File: src/rtl/txu_pkg.sv
package txu_pkg;
  localparam int WORD_W = 32;
  localparam int LANES  = WORD_W / 8;
  localparam int LANE_W = $clog2(LANES);
  localparam int LEN_W  = 16;
  localparam int CMD_W  = LEN_W + LANE_W;

  typedef struct packed {
    logic [LANE_W-1:0] start;
    logic [LEN_W-1:0]  len;
  } tx_cmd_t;

  typedef enum logic [1:0] {
    UNPK_IDLE = 2'd0,
    UNPK_SEND = 2'd1,
    UNPK_DROP = 2'd2
  } unpk_state_e;
endpackage

File: src/rtl/txu_rst_sync.sv
module txu_rst_sync (
  input  logic clk,
  input  logic rst_n,
  output logic rst_sync_n
);
  logic [1:0] sync_q;

  always_ff @(posedge clk or negedge rst_n) begin
    if (!rst_n) sync_q <= 2'b00;
    else        sync_q <= {sync_q[0], 1'b1};
  end

  assign rst_sync_n = sync_q[1];
endmodule

File: src/rtl/txu_sync_fifo.sv
module txu_sync_fifo #(
  parameter int WIDTH = 32,
  parameter int DEPTH = 16
) (
  input  logic                           clk,
  input  logic                           rst_n,
  input  logic                           flush,
  input  logic                           push,
  input  logic [WIDTH-1:0]               wdata,
  input  logic                           pop,
  output logic [WIDTH-1:0]               rdata,
  output logic                           empty,
  output logic                           full,
  output logic [$clog2(DEPTH+1)-1:0]     count
);
  localparam int AW = (DEPTH > 1) ? $clog2(DEPTH) : 1;
  localparam int CW = $clog2(DEPTH + 1);

  logic [WIDTH-1:0] mem [DEPTH];
  logic [AW-1:0]    wr_ptr_q, wr_ptr_d, rd_ptr_q, rd_ptr_d;
  logic [CW-1:0]    cnt_q, cnt_d;
  logic             do_push, do_pop;

  function automatic logic [AW-1:0] ptr_next(input logic [AW-1:0] p);
    return (p == AW'(DEPTH - 1)) ? '0 : p + 1'b1;
  endfunction

  assign full    = (cnt_q == CW'(DEPTH));
  assign empty   = (cnt_q == '0);
  assign do_push = push && !full && !flush;
  assign do_pop  = pop && !empty && !flush;
  assign rdata   = mem[rd_ptr_q];
  assign count   = cnt_q;

  always_comb begin
    wr_ptr_d = wr_ptr_q;
    rd_ptr_d = rd_ptr_q;
    cnt_d    = cnt_q;
    if (flush) begin
      wr_ptr_d = '0;
      rd_ptr_d = '0;
      cnt_d    = '0;
    end else begin
      if (do_push) wr_ptr_d = ptr_next(wr_ptr_q);
      if (do_pop)  rd_ptr_d = ptr_next(rd_ptr_q);
      case ({do_push, do_pop})
        2'b10:   cnt_d = cnt_q + 1'b1;
        2'b01:   cnt_d = cnt_q - 1'b1;
        default: cnt_d = cnt_q;
      endcase
    end
  end

  always_ff @(posedge clk or negedge rst_n) begin
    if (!rst_n) begin
      wr_ptr_q <= '0;
      rd_ptr_q <= '0;
      cnt_q    <= '0;
    end else begin
      wr_ptr_q <= wr_ptr_d;
      rd_ptr_q <= rd_ptr_d;
      cnt_q    <= cnt_d;
    end
  end

  always_ff @(posedge clk) begin
    if (do_push) mem[wr_ptr_q] <= wdata;
  end

  AST_NO_UNDERFLOW: assert property (@(posedge clk) disable iff (!rst_n)
    pop |-> !empty);
  AST_FULL_DROP: assert property (@(posedge clk) disable iff (!rst_n)
    (push && full && !pop && !flush) |=> (count == $past(count)));
endmodule

File: src/rtl/txu_unpacker.sv
module txu_unpacker
  import txu_pkg::*;
(
  input  logic              clk,
  input  logic              rst_n,
  input  logic              flush,
  input  logic              cmd_valid,
  input  tx_cmd_t           cmd,
  output logic              cmd_pop,
  input  logic              word_valid,
  input  logic [WORD_W-1:0] word,
  output logic              word_pop,
  output logic              out_valid,
  input  logic              out_ready,
  output logic [7:0]        out_byte,
  output logic              out_first,
  output logic              out_last
);
  unpk_state_e       state_q, state_d;
  logic [LEN_W-1:0]  rem_q, rem_d;
  logic [LANE_W-1:0] lane_q, lane_d;
  logic              first_q, first_d;
  logic [7:0]        lane_byte [LANES];
  logic              sending, fire, final_byte;

  for (genvar g = 0; g < LANES; g++) begin : g_lane
    assign lane_byte[g] = word[g*8 +: 8];
  end

  assign sending    = (state_q == UNPK_SEND);
  assign final_byte = (rem_q == LEN_W'(1));
  assign out_valid  = sending && word_valid;
  assign out_byte   = lane_byte[lane_q];
  assign out_first  = sending && first_q;
  assign out_last   = sending && final_byte;
  assign fire       = out_valid && out_ready;

  always_comb begin
    state_d  = state_q;
    rem_d    = rem_q;
    lane_d   = lane_q;
    first_d  = first_q;
    cmd_pop  = 1'b0;
    word_pop = 1'b0;
    case (state_q)
      UNPK_IDLE: begin
        if (cmd_valid) begin
          cmd_pop = 1'b1;
          rem_d   = cmd.len;
          lane_d  = cmd.start;
          first_d = 1'b1;
          if (cmd.len != '0)        state_d = UNPK_SEND;
          else if (cmd.start != '0) state_d = UNPK_DROP;
        end
      end
      UNPK_SEND: begin
        if (fire) begin
          rem_d   = rem_q - 1'b1;
          lane_d  = lane_q + 1'b1;
          first_d = 1'b0;
          if (final_byte) begin
            word_pop = 1'b1;
            state_d  = UNPK_IDLE;
          end else if (lane_q == LANE_W'(LANES - 1)) begin
            word_pop = 1'b1;
          end
        end
      end
      UNPK_DROP: begin
        if (word_valid) begin
          word_pop = 1'b1;
          state_d  = UNPK_IDLE;
        end
      end
      default: state_d = UNPK_IDLE;
    endcase
    if (flush) begin
      state_d  = UNPK_IDLE;
      cmd_pop  = 1'b0;
      word_pop = 1'b0;
    end
  end

  always_ff @(posedge clk or negedge rst_n) begin
    if (!rst_n) begin
      state_q <= UNPK_IDLE;
      rem_q   <= '0;
      lane_q  <= '0;
      first_q <= 1'b0;
    end else begin
      state_q <= state_d;
      rem_q   <= rem_d;
      lane_q  <= lane_d;
      first_q <= first_d;
    end
  end

  AST_LAST_ENDS_FRAME: assert property (@(posedge clk) disable iff (!rst_n)
    (fire && out_last && !flush) |=> !out_valid);
  AST_STALL_HOLDS: assert property (@(posedge clk) disable iff (!rst_n || flush)
    (out_valid && !out_ready) |=> (out_valid && $stable(out_byte) && $stable(out_last)));
endmodule

File: src/rtl/tx_word_unpacker.sv
module tx_word_unpacker
  import txu_pkg::*;
#(
  parameter int DATA_DEPTH = 16,
  parameter int CMD_DEPTH  = 4
) (
  input  logic                              clk,
  input  logic                              rst_n,
  input  logic                              flush,
  input  logic                              data_wr,
  input  logic [31:0]                       data_in,
  input  logic                              cmd_wr,
  input  logic [31:0]                       cmd_in,
  output logic [$clog2(DATA_DEPTH+1)-1:0]   data_count,
  output logic                              overflow,
  output logic                              byte_valid,
  input  logic                              byte_ready,
  output logic [7:0]                        byte_data,
  output logic                              byte_first,
  output logic                              byte_last
);
  localparam int CCW = $clog2(CMD_DEPTH + 1);

  logic              rst_sync_n;
  logic [WORD_W-1:0] head_word;
  logic              data_empty, data_full, data_pop;
  logic [CMD_W-1:0]  cmd_head;
  logic              cmd_empty, cmd_full, cmd_pop;
  logic [CCW-1:0]    cmd_count;
  logic              ovf_q, ovf_d;
  logic              unused_cmd;

  assign unused_cmd = ^{cmd_in[31:CMD_W], cmd_count};

  txu_rst_sync u_rst_sync (
    .clk        (clk),
    .rst_n      (rst_n),
    .rst_sync_n (rst_sync_n)
  );

  txu_sync_fifo #(.WIDTH(WORD_W), .DEPTH(DATA_DEPTH)) u_data_fifo (
    .clk   (clk),
    .rst_n (rst_sync_n),
    .flush (flush),
    .push  (data_wr),
    .wdata (data_in),
    .pop   (data_pop),
    .rdata (head_word),
    .empty (data_empty),
    .full  (data_full),
    .count (data_count)
  );

  txu_sync_fifo #(.WIDTH(CMD_W), .DEPTH(CMD_DEPTH)) u_cmd_fifo (
    .clk   (clk),
    .rst_n (rst_sync_n),
    .flush (flush),
    .push  (cmd_wr),
    .wdata (cmd_in[CMD_W-1:0]),
    .pop   (cmd_pop),
    .rdata (cmd_head),
    .empty (cmd_empty),
    .full  (cmd_full),
    .count (cmd_count)
  );

  txu_unpacker u_unpacker (
    .clk        (clk),
    .rst_n      (rst_sync_n),
    .flush      (flush),
    .cmd_valid  (!cmd_empty),
    .cmd        (tx_cmd_t'(cmd_head)),
    .cmd_pop    (cmd_pop),
    .word_valid (!data_empty),
    .word       (head_word),
    .word_pop   (data_pop),
    .out_valid  (byte_valid),
    .out_ready  (byte_ready),
    .out_byte   (byte_data),
    .out_first  (byte_first),
    .out_last   (byte_last)
  );

  always_comb begin
    ovf_d = ovf_q;
    if (flush)                                            ovf_d = 1'b0;
    else if ((data_wr && data_full) || (cmd_wr && cmd_full)) ovf_d = 1'b1;
  end

  always_ff @(posedge clk or negedge rst_sync_n) begin
    if (!rst_sync_n) ovf_q <= 1'b0;
    else             ovf_q <= ovf_d;
  end

  assign overflow = ovf_q;

  AST_OVF_STICKY: assert property (@(posedge clk) disable iff (!rst_sync_n)
    (overflow && !flush) |=> overflow);
  AST_FLUSH_CLEARS: assert property (@(posedge clk) disable iff (!rst_sync_n)
    flush |=> (data_count == '0 && !overflow && !byte_valid));
endmodule

File: config.mk
export PLATFORM = sky130hd
export DESIGN_NAME = tx_word_unpacker
export DESIGN_NICKNAME = d
export VERILOG_FILES = /design/src/rtl/txu_pkg.sv /design/src/rtl/txu_rst_sync.sv /design/src/rtl/txu_sync_fifo.sv /design/src/rtl/txu_unpacker.sv /design/src/rtl/tx_word_unpacker.sv
export SDC_FILE = /design/constraint.sdc
export NUM_CORES = 1
export LEC_CHECK = 0
export BUFFER_PORTS_ARGS = -buffer_cell sky130_fd_sc_hd__buf_2
export CAP_MARGIN = 40
export CORE_ASPECT_RATIO = 2
export CORE_UTILIZATION = 40
export DETAILED_ROUTE_END_ITERATION = 8
export PLACE_DENSITY = 0.59
export SYNTH_ARGS = -nofsm -noshare
export SYNTH_HDL_FRONTEND = slang
export SYNTH_SLANG_ARGS = --single-unit
File: constraint.sdc
create_clock -name clk -period 3.3 [get_ports clk]
set_input_delay 0.825 -clock clk [delete_from_list [all_inputs] [get_ports clk]]
set_output_delay 0.825 -clock clk [all_outputs]
set_load 0.01 [all_outputs]
==> flow_summary.toml, run 1 <==
[logic_synthesis]
netlist_instances = 1274
ys_seq_elements = 628
syn_avg_cell_area_um2 = 19.5
ys_types = 59
ys.flop_type = "edfxtp_1"
synth_edf_count = 584
synthArstFlopShare = 0.0701
yosysWarnings = 0
seq_area_frac_synth = 0.749
syn-num-nets = 1365
synthesis.area_um2 = 24900

[clocking]
cts_buffers = 53
cts.sinks = 628
ctsRootBufferMaster = "clkbuf_16"
cts_buffer_depth = 3
insertion_delay_ns = 0.59
cts_tree = "done"
htree_levels = 2
clk_pin_slew_ns = 0.07

[sta]
fin_crit_ns = 3.66
final.setup.worst_slack_ns = -0.359
report.final.hold_viol_count = 0
fin_crit_sh = 1.11
slew_violations = 0
finalSetupTns_ns = -2.56
fin_hold_ws_ns = 0.138
worst_pin_slew_ns = 0.753
setup_violations = 8
fin_skew_ns = 0.0219
max-slew-margin-rel = 0.494
rsz0062_at_grt = "true"
fmax_mhz = 273

[flow_run]
cap_viol_max_count = 0

[final_layout]
mostFrequentLayoutCell = "edfxtp_1"
mostFrequentLayoutCells = "edfxtp_1, mux4_2, buf_4"
fillers = 5181
nets = 1537
final_layout_size_suffix_gt1_frac = 0.295
area_growth_pct = 17.1

[die]
core-area_um2 = 61700
die_area_um2 = 63300
start_util = 0.404
die_width_um = 178
top_level_ports = 87
num_rows = 129
die_y_um = 355

[outcome]
violations = "negative setup slack"
status = "finished with violations"

[placement]
dpl.hpwl_mm = 35.4
io_buffers = 72
routabilityCongestion = 0.791

[critical_path]
path_max_fanout = 7
cpMostUsedCell = "buf_4"
crit_family = "compound AO/OA/AOI/OAI gates"
crit_path_start_kind = "flop"
cp.arrival_ns = 2.83
cp_num_buf_inv = 3
reg2reg_slack_ns = 0.26
path_class = "flop to output port"
endpoint_kind = "output port"
required_ns = 2.47
worst_path_largest_cell_delay_ns = 0.50
crit_chain = "buf_4 -> buf_4 -> mux4_2 -> a22o_1 -> a211oi_1 -> a21oi_1 -> a21o_1 -> buf_2"
slowest_stage = "dfrtp_4"

[grt]
grt_pass1_vias = 13700
grt_util_all_layers = 0.184
grt_max_degree = 35
antenna_found_initial = 4
grt_pass1_wl_mm = 85.1
globalRouteOverflowTotal = 0

[route]
dr.pass1.iters = 5
drt_iter0_markers = 901
post-route-drc-count = 0
wl_per_cell_um = 24.9
drt-total-wl_mm = 56.7
num_vias = 12700
ant_nets = 0
via_per_inst = 5.58

[power]
power.density_nw_per_um2 = 608
ir_worst_vdd_v = 0.000544
p_leak_uw = 0.00927

[min_path]
min_path_type = "flop to async pin"
## layout make-up
class                      instances  area, µm²  area share
sequential                       628      18700       0.640
inverter                          15       56.3     0.00193
clock inverter                    18        128     0.00438
timing repair buffer             179       1550      0.0532
antenna                            2       5.00    0.000172
clock buffer                      78       1510      0.0519
tap                              786        983      0.0338
multi-input combinational        569       6250       0.214
## cells by family (layout without fill, tap and decap cells)
group | count (synthesis) | in the layout | share of synthesized area
simple gates | 178 | 178 | 0.0364
xor+xnor | 9 | 9 | 0.00347
flops | 628 | 628 | 0.749
buf+inv | 77 | 290 | 0.0136
compound gates | 177 | 177 | 0.0484
mux | 183 | 183 | 0.138
fa+ha+maj | 21 | 21 | 0.0112
other cells | 1 | 3 | 0.000151
## Yosys cell counts (all sizes together), types with 3 or more instances
| library cell | number | area, µm² |
|---|---|---|
| a31oi | 4 | 25.0 |
| buf | 30 | 161 |
| nor2 | 56 | 210 |
| o2111a | 3 | 33.8 |
| nand3 | 18 | 90.1 |
| o221ai | 10 | 87.6 |
| a211oi | 10 | 80.1 |
| mux2 | 3 | 33.8 |
| inv | 14 | 52.6 |
| mux2i | 53 | 531 |
| a21oi | 37 | 185 |
| nand2b | 12 | 75.1 |
| nor4 | 12 | 96.3 |
| o22ai | 29 | 181 |
| and2 | 8 | 50.1 |
| a2111oi | 3 | 26.3 |
| edfxtp | 584 | 17500 |
| clkbuf | 32 | 120 |
| nand2 | 39 | 146 |
| nand4 | 5 | 31.3 |
| nor4b | 3 | 32.5 |
| mux4 | 127 | 2860 |
| nor3 | 10 | 50.1 |
| a22o | 5 | 43.8 |
| a21o | 9 | 67.6 |
| dfrtp | 44 | 1100 |
| a22oi | 28 | 210 |
| xnor2 | 6 | 60.1 |
| ha | 19 | 238 |
| o21ai | 26 | 130 |
| xor2 | 3 | 26.3 |
| nor2b | 9 | 56.3 |
## worst paths after layout
kind | from | to | cells after the start
worst max-delay path | u_data_fifo.rd_ptr_q[0]$_DFFE_PN0P_ | byte_data[3] | 8
worst min-delay path | u_rst_sync.sync_q[1]$_DFF_PN0_ | u_unpacker.rem_q[4]$_DFFE_PN0P_ | 0
worst max register to register | u_unpacker.rem_q[4]$_DFFE_PN0P_ | u_data_fifo.count[4]$_DFFE_PN0P_ | 12
worst min register to register | u_rst_sync.sync_q[1]$_DFF_PN0_ | u_unpacker.rem_q[4]$_DFFE_PN0P_ | 0
max in group asynchronous | u_rst_sync.sync_q[1]$_DFF_PN0_ | u_data_fifo.rd_ptr_q[1]$_DFFE_PN0P_ | 1
min in group clk | u_rst_sync.sync_q[0]$_DFF_PN0_ | u_rst_sync.sync_q[1]$_DFF_PN0_ | 0
## stage by stage
step	power, µW	cells	cell area (µm²)	worst slack, ns	utilization
finish	17700	2275	29100	-0.359	0.473
global route	18300	2274	29100	-0.443	0.472
CTS	17800	2264	28900	-0.454	0.469
detailed placement	11800	2161	27100	-0.0996	0.439
global placement	11700	2160	27000	-0.144	0.438
floorplan	10800	1274	24900	0.177	-
## routing by layer
metal  routed length [µm]  up-vias  track usage
met1                20700     6705        0.208
li1                     -     5593            -
met4                 1720        4       0.0620
met2                32200      288        0.350
met5                   34        -            0
met3                 2070       99       0.0214
## power breakdown
group / total, µW / switching [µW] / internal [µW]
registers: 9260 / 300 / 8960
logic: 2450 / 1450 / 1010
clock network: 6000 / 2740 / 3260
total: 17700 / 4490 / 13200
## state kept, by name (all words and copies together), names as in the netlist
name,count
u_data_fifo.mem,512
u_cmd_fifo.mem,72
u_unpacker.rem_q,16
u_data_fifo.count,5
u_data_fifo.rd_ptr_q,4
u_data_fifo.wr_ptr_q,4
u_cmd_fifo.count,3
u_cmd_fifo.rd_ptr_q,2
u_cmd_fifo.wr_ptr_q,2
u_rst_sync.sync_q,2
u_unpacker.lane_q,2
u_unpacker.state_q,2
overflow,1
u_unpacker.first_q,1
## worst reg2reg max path, delay by kind of cell (launching register included)
kind	cells	cell delay [ns]
AOI/OAI and AO/OA	2	0.56
xor gates and xnor gates	1	0.14
adders and majority gates	1	0.27
buffers and inverters	1	0.13
DFF	1	0.46
muxes	1	0.18
and+or+nand+nor	6	1.17
## repair_timing
item,4_1_cts,5_1_grt
gates cloned,1,1
endpoints found under the setup margin,8,8
gates resized for setup,22,28
pin swaps,5,7
hold endpoints to repair,2,0
setup buffers,5,8
hold buffers,1,0
(Power assumes the default switching activity.)
==> run 2: changes to the inputs <==
--- a/config.mk
+++ b/config.mk
@@ -9,6 +9,7 @@
 export CAP_MARGIN = 40
 export CORE_ASPECT_RATIO = 2
 export CORE_UTILIZATION = 40
+export CTS_BUF_LIST = sky130_fd_sc_hd__clkbuf_4 sky130_fd_sc_hd__clkbuf_8 sky130_fd_sc_hd__clkbuf_16
 export DETAILED_ROUTE_END_ITERATION = 8
 export PLACE_DENSITY = 0.59
 export SYNTH_ARGS = -nofsm -noshare
==> run 2 against run 1 <==
The run still ends with negative setup slack left. Clock skew grew 0.0018 ns. Count of clock-buffer cells in the layout is the same. Register-to-register slack is essentially flat. Final area grew 0.11%. Power grew 0.77%. Via count is essentially flat. Highest routed layer unchanged.
==> flow_summary.toml, run 2 (synthesis gave the netlist of run 1 again) <==
[die]
die_width_um = 178
die_area_um2 = 63300
top_level_ports = 87
core-area_um2 = 61700
die_y_um = 355
start_util = 0.404
num_rows = 129

[clocking]
cts_buffer_depth = 3
insertion_delay_ns = 0.59
htree_levels = 2
cts_buffers = 53
cts.sinks = 628
clk_pin_slew_ns = 0.07
cts_tree = "done"
ctsRootBufferMaster = "clkbuf_16"

[outcome]
status = "finished with violations"
violations = "negative setup slack"

[placement]
dpl.hpwl_mm = 35.4
place_area_um2 = 27100
io_buffers = 72
routabilityCongestion = 0.791

[sta]
fin_crit_sh = 1.11
report.final.hold_viol_count = 0
setup_violations = 8
final.setup.worst_slack_ns = -0.354
max-slew-margin-rel = 0.493
worst_pin_slew_ns = 0.754
fin_crit_ns = 3.65
rsz0062_at_grt = "true"
fin_skew_ns = 0.0237
slew_violations = 0
finalSetupTns_ns = -2.50
fin_hold_ws_ns = 0.137
fmax_mhz = 274

[final_layout]
top_regs = "u_data_fifo.mem: 512 flops, u_cmd_fifo.mem: 72 flops, u_unpacker.rem_q: 16 flops"
area_growth_pct = 17.2
final_layout_size_suffix_gt1_frac = 0.306
fin_area_um2 = 29200
regMostFlops = "u_data_fifo.mem"
mostFrequentLayoutCells = "edfxtp_1, mux4_2, buf_4"
nets = 1536
mostFrequentLayoutCell = "edfxtp_1"
fillers = 5179
largest_reg_flops = 512

[grt]
grt_pass1_wl_mm = 84.9
antenna_found_initial = 4
grt_pass1_vias = 13700
globalRouteOverflowTotal = 0
grt_max_degree = 35
grt_util_all_layers = 0.184

[critical_path]
crit_path_start_kind = "flop"
rr_startpoint = "u_unpacker.rem_q[4]$_DFFE_PN0P_"
reg2reg_to = "u_data_fifo.count[4]$_DFFE_PN0P_"
endpoint_kind = "output port"
r2r_cells = 12
path_class = "flop to output port"
cp.arrival_ns = 2.83
path_max_fanout = 7
reg2reg_slack_ns = 0.26
required_ns = 2.47

[route]
wl_per_cell_um = 25.0
drt-total-wl_mm = 56.8
num_vias = 12700
dr.pass1.iters = 5
ant_nets = 0
drt_iter0_markers = 899
post-route-drc-count = 0
via_per_inst = 5.58

[power]
power.density_nw_per_um2 = 612
p_leak_uw = 0.00931
ir_worst_vdd_v = 0.000544

[flow_run]
cap_viol_max_count = 0

[min_path]
min_path_type = "flop to async pin"
run 2: cell count changes in the layout (fill, tap and decap cells not counted), sizes merged:
| cell | change |
|---|---|
| buf | -1 |
run 2: how the worst max path moves through the flow:
stage | start | endpoint | slack (ns) | cells after the start
floorplan | flush | u_data_fifo.mem[13][0]$_DFFE_PP_ | 0.18 | 4
global placement | u_data_fifo.rd_ptr_q[0]$_DFFE_PN0P_ | byte_data[2] | -0.14 | 6
detailed placement | u_data_fifo.rd_ptr_q[0]$_DFFE_PN0P_ | byte_data[2] | -0.1 | 6
CTS | u_data_fifo.rd_ptr_q[0]$_DFFE_PN0P_ | byte_data[7] | -0.45 | 7
global route | u_data_fifo.rd_ptr_q[0]$_DFFE_PN0P_ | byte_data[3] | -0.44 | 8
finish | u_data_fifo.rd_ptr_q[0]$_DFFE_PN0P_ | byte_data[3] | -0.35 | 8
run 2: cell type report:
cell class / count / area [µm²] / share of cell area
clock inverter: 18 / 128 / 0.00438
tap: 786 / 983 / 0.0337
timing repair buffer: 178 / 1520 / 0.0522
inverter: 15 / 56.3 / 0.00193
clock buffer: 78 / 1580 / 0.0542
antenna: 2 / 5.00 / 0.000172
sequential: 628 / 18700 / 0.639
multi-input combinational: 569 / 6240 / 0.214
run 2: where the power goes:
part	switching [µW]	internal [µW]
combinational	1440	1000
clock	2740	3400
sequential	301	8960
total	4480	13400
run 2: repair_timing:
action / 4_1_cts / 5_1_grt
hold endpoints to repair: 2 / 0
buffers inserted: 5 / 7
pin swaps: 5 / 8
gates resized for setup: 22 / 24
hold buffers: 1 / 0
gates cloned: 1 / 1
endpoints found under the setup margin: 8 / 8
run 2: per-layer routing:
metal  GRT usage  share of wire  vias to the layer above
li1            -              -                     5585
met1       0.208           0.36                     6718
met2       0.348           0.57                      288
met3      0.0213          0.036                       98
met4      0.0676          0.032                        4
met5           0        0.00051                        -
run 2: worst max-delay path, stage by stage (launching register included):
cell and delay [ns]:
dfrtp_4 0.50, buf_4 0.18, buf_4 0.16, mux4_2 0.50, a22o_1 0.25, a211oi_1 0.21, a21oi_1 0.10, a21o_1 0.22
buf_2 0.14
run 2: stage by stage:
| step | power, µW | instances | worst slack [ns] | utilization |
|---|---|---|---|---|
| after floorplan | 10800 | 1274 | 0.177 | - |
| after global placement | 11700 | 2160 | -0.144 | 0.438 |
| after detailed placement | 11800 | 2161 | -0.0996 | 0.439 |
| after CTS | 18000 | 2264 | -0.452 | 0.470 |
| after global routing | 18500 | 2273 | -0.437 | 0.473 |
| final | 17800 | 2274 | -0.354 | 0.473 |
==> run 3: changes to the inputs <==
--- a/config.mk
+++ b/config.mk
@@ -14,4 +14,5 @@
 export PLACE_DENSITY = 0.59
 export SYNTH_ARGS = -nofsm -noshare
 export SYNTH_HDL_FRONTEND = slang
+export SYNTH_HIERARCHICAL = 1
 export SYNTH_SLANG_ARGS = --single-unit
==> run 3 against run 2 <==
The run still ends with negative setup slack left. Global-route usage is 0.97 points higher. Sequential share of layout area is 3.7 points lower. Worst hold slack better by 0.0049 ns. Critical path depth is 3 higher. Maximum frequency is 6.0% lower. Flip-flop and latch count stayed put. Highest routed layer unchanged.
==> flow_summary.toml, run 3 <==
[outcome]
status = "finished with violations"
violations = "negative setup slack"

[critical_path]
path_class = "flop to output port"
rr_startpoint = "u_unpacker/rem_q[1]$_DFFE_PN0P_"
cp.arrival_ns = 3.06
endpoint_kind = "output port"
r2r_cells = 17
reg2reg_to = "u_data_fifo/count[4]$_DFFE_PN0P_"
required_ns = 2.47
path_max_fanout = 8
reg2reg_slack_ns = -0.52
crit_path_start_kind = "flop"

[final_layout]
largest_reg_flops = 512
stdcell_count = 2479
mostFrequentLayoutCells = "edfxtp_1, mux4_2, mux2i_1"
top_regs = "u_data_fifo/mem: 512 flops, u_cmd_fifo/mem: 72 flops, u_unpacker/rem_q: 16 flops"
final_layout_size_suffix_gt1_frac = 0.350
mostFrequentLayoutCell = "edfxtp_1"
regMostFlops = "u_data_fifo/mem"
nets = 1734
fillers = 5183
area_growth_pct = 21.8

[grt]
grt_util_all_layers = 0.194
globalRouteOverflowTotal = 0
grt_max_degree = 41
antenna_found_initial = 4
grt_pass1_vias = 14600
grt_pass1_wl_mm = 91.3

[clocking]
htree_levels = 2
cts_tree = "done"
cts_buffer_depth = 3
cts_buffers = 52
ctsRootBufferMaster = "clkbuf_16"
insertion_delay_ns = 0.60
clk_pin_slew_ns = 0.07
cts.sinks = 628

[route]
via_per_inst = 5.60
drt_iter0_markers = 853
dr.pass1.iters = 5
ant_nets = 0
drt-total-wl_mm = 62.0
post-route-drc-count = 0
num_vias = 13900
wl_per_cell_um = 25.0

[placement]
place_ws_ns = -0.608
place_inst = 2331
dpl.hpwl_mm = 38.2
routabilityCongestion = 0.805
io_buffers = 72

[logic_synthesis]
ys_seq_elements = 628
yosysWarnings = 6
syn_avg_cell_area_um2 = 17.9
ys_top_cells_by_area = "edfxtp_1, mux4_2, dfrtp_1"
yosysTopAreaCell = "edfxtp_1"
seq_area_frac_synth = 0.733
synth_commonest_cells = "edfxtp_1, mux2i_1, mux4_2"
netlist_instances = 1424
synthArstFlopShare = 0.0701
synth_top_area_frac = 0.690
syn-num-nets = 1514
synthesis.area_um2 = 25400
ys_types = 69
ys.flop_type = "edfxtp_1"
synth_edf_count = 584
yosysMostFrequentCell = "edfxtp_1"

[sta]
rsz0062_at_grt = "true"
max-slew-margin-rel = 0.428
fin_skew_ns = 0.0240
worst_pin_slew_ns = 0.858
finalSetupTns_ns = -6.19
fmax_mhz = 257
slew_violations = 0
setup_violations = 18
report.final.hold_viol_count = 0
final.setup.worst_slack_ns = -0.588
fin_crit_ns = 3.89
fin_crit_sh = 1.18

[power]
switching_share = 0.239
power_frac_comb = 0.147
power.density_nw_per_um2 = 582
p_leak_uw = 0.00998
p_int_uw = 13700
p_seq_frac = 0.503
clockPowerShare = 0.350
ir_worst_vdd_v = 0.000537
switchingPower_uw = 4300

[die]
die_width_um = 180
start_util = 0.405
top_level_ports = 87
die_area_um2 = 64600
num_rows = 130
die_y_um = 359
core-area_um2 = 62800

[min_path]
min_path_type = "flop to async pin"

[flow_run]
cap_viol_max_count = 0
## run 3: timing repair
action | CTS | global route
hold endpoints to repair | 2 | 0
resized for setup | 123 | 107
pin swaps | 41 | 54
setup buffers | 40 | 9
hold buffers | 1 | 0
endpoints found under the setup margin | 14 | 26
cloned | 5 | 2
## run 3: worst max-delay path by stage
stage               depth (start not counted)                                start                                to
floorplan                                  16      u_unpacker/rem_q[1]$_DFFE_PN0P_  u_data_fifo/count[3]$_DFFE_PN0P_
global placement                           16      u_unpacker/rem_q[1]$_DFFE_PN0P_  u_data_fifo/count[3]$_DFFE_PN0P_
detailed placement                         16      u_unpacker/rem_q[1]$_DFFE_PN0P_  u_data_fifo/count[3]$_DFFE_PN0P_
CTS                                        10  u_data_fifo/rd_ptr_q[0]$_DFFE_PN0P_                      byte_data[2]
global route                               11  u_data_fifo/rd_ptr_q[0]$_DFFE_PN0P_                      byte_data[6]
finish                                     11  u_data_fifo/rd_ptr_q[0]$_DFFE_PN0P_                      byte_data[6]
## run 3: worst max-delay path: stages, from the launching register on
cell and delay (ns):
dfrtp_4 0.52, buf_12 0.15, buf_16 0.16, buf_8 0.14, buf_16 0.14, buf_6 0.13
mux2i_2 0.19, a221oi_2 0.09, a22oi_1 0.18, nand2_1 0.09, mux4_2 0.54, buf_6 0.15
## run 3: stage by stage
step	area [µm²]	util	hold WS (ns)	total power, µW
final	31000	0.493	0.142	18000
after CTS	30500	0.486	0.152	17900
after detailed placement	27900	0.444	0.152	11300
after floorplan	25500	-	0.331	10400
after global placement	27800	0.443	0.342	11200
after global routing	31000	0.493	0.165	18600
## run 3: metal layers
layer / wire length, µm / up-vias / share of wire / global-route usage
met2: 34100 / 327 / 0.55 / 0.370
li1: - / 6184 / - / -
met3: 2340 / 137 / 0.038 / 0.0260
met1: 22200 / 7219 / 0.36 / 0.206
met4: 3210 / 6 / 0.052 / 0.101
met5: 41 / - / 0.00066 / 0
## run 3: power groups by stage
| stage | clock network [µW] | logic [µW] | registers (µW) |
|---|---|---|---|
| finish | 6310 | 2640 | 9060 |
| global route | 6710 | 2840 | 9080 |
| CTS | 6450 | 2430 | 9050 |
| detailed placement | 0 | 2060 | 9220 |
| global placement | 0 | 1990 | 9210 |
| floorplan | 0 | 1190 | 9230 |
## run 3: cell families after synthesis
logic type | synth area share
DFF | 0.733
AOI/OAI and AO/OA | 0.0625
muxes | 0.137
and+or+nand+nor | 0.0365
buffers and inverters | 0.0177
adders and majority gates | 0.0104
xor gates and xnor gates | 0.00276
other | 0.000148
## run 3: area by class of cell
| class | instances | area [µm²] | share of cell area |
|---|---|---|---|
| antenna | 1 | 2.50 | 0.0000808 |
| clock buffer | 59 | 1350 | 0.0437 |
| clock inverter | 37 | 382 | 0.0123 |
| inverter | 18 | 70.1 | 0.00226 |
| multi-input combinational | 701 | 7020 | 0.227 |
| sequential | 628 | 18600 | 0.602 |
| tap | 792 | 991 | 0.0320 |
| timing repair buffer | 243 | 2490 | 0.0806 |
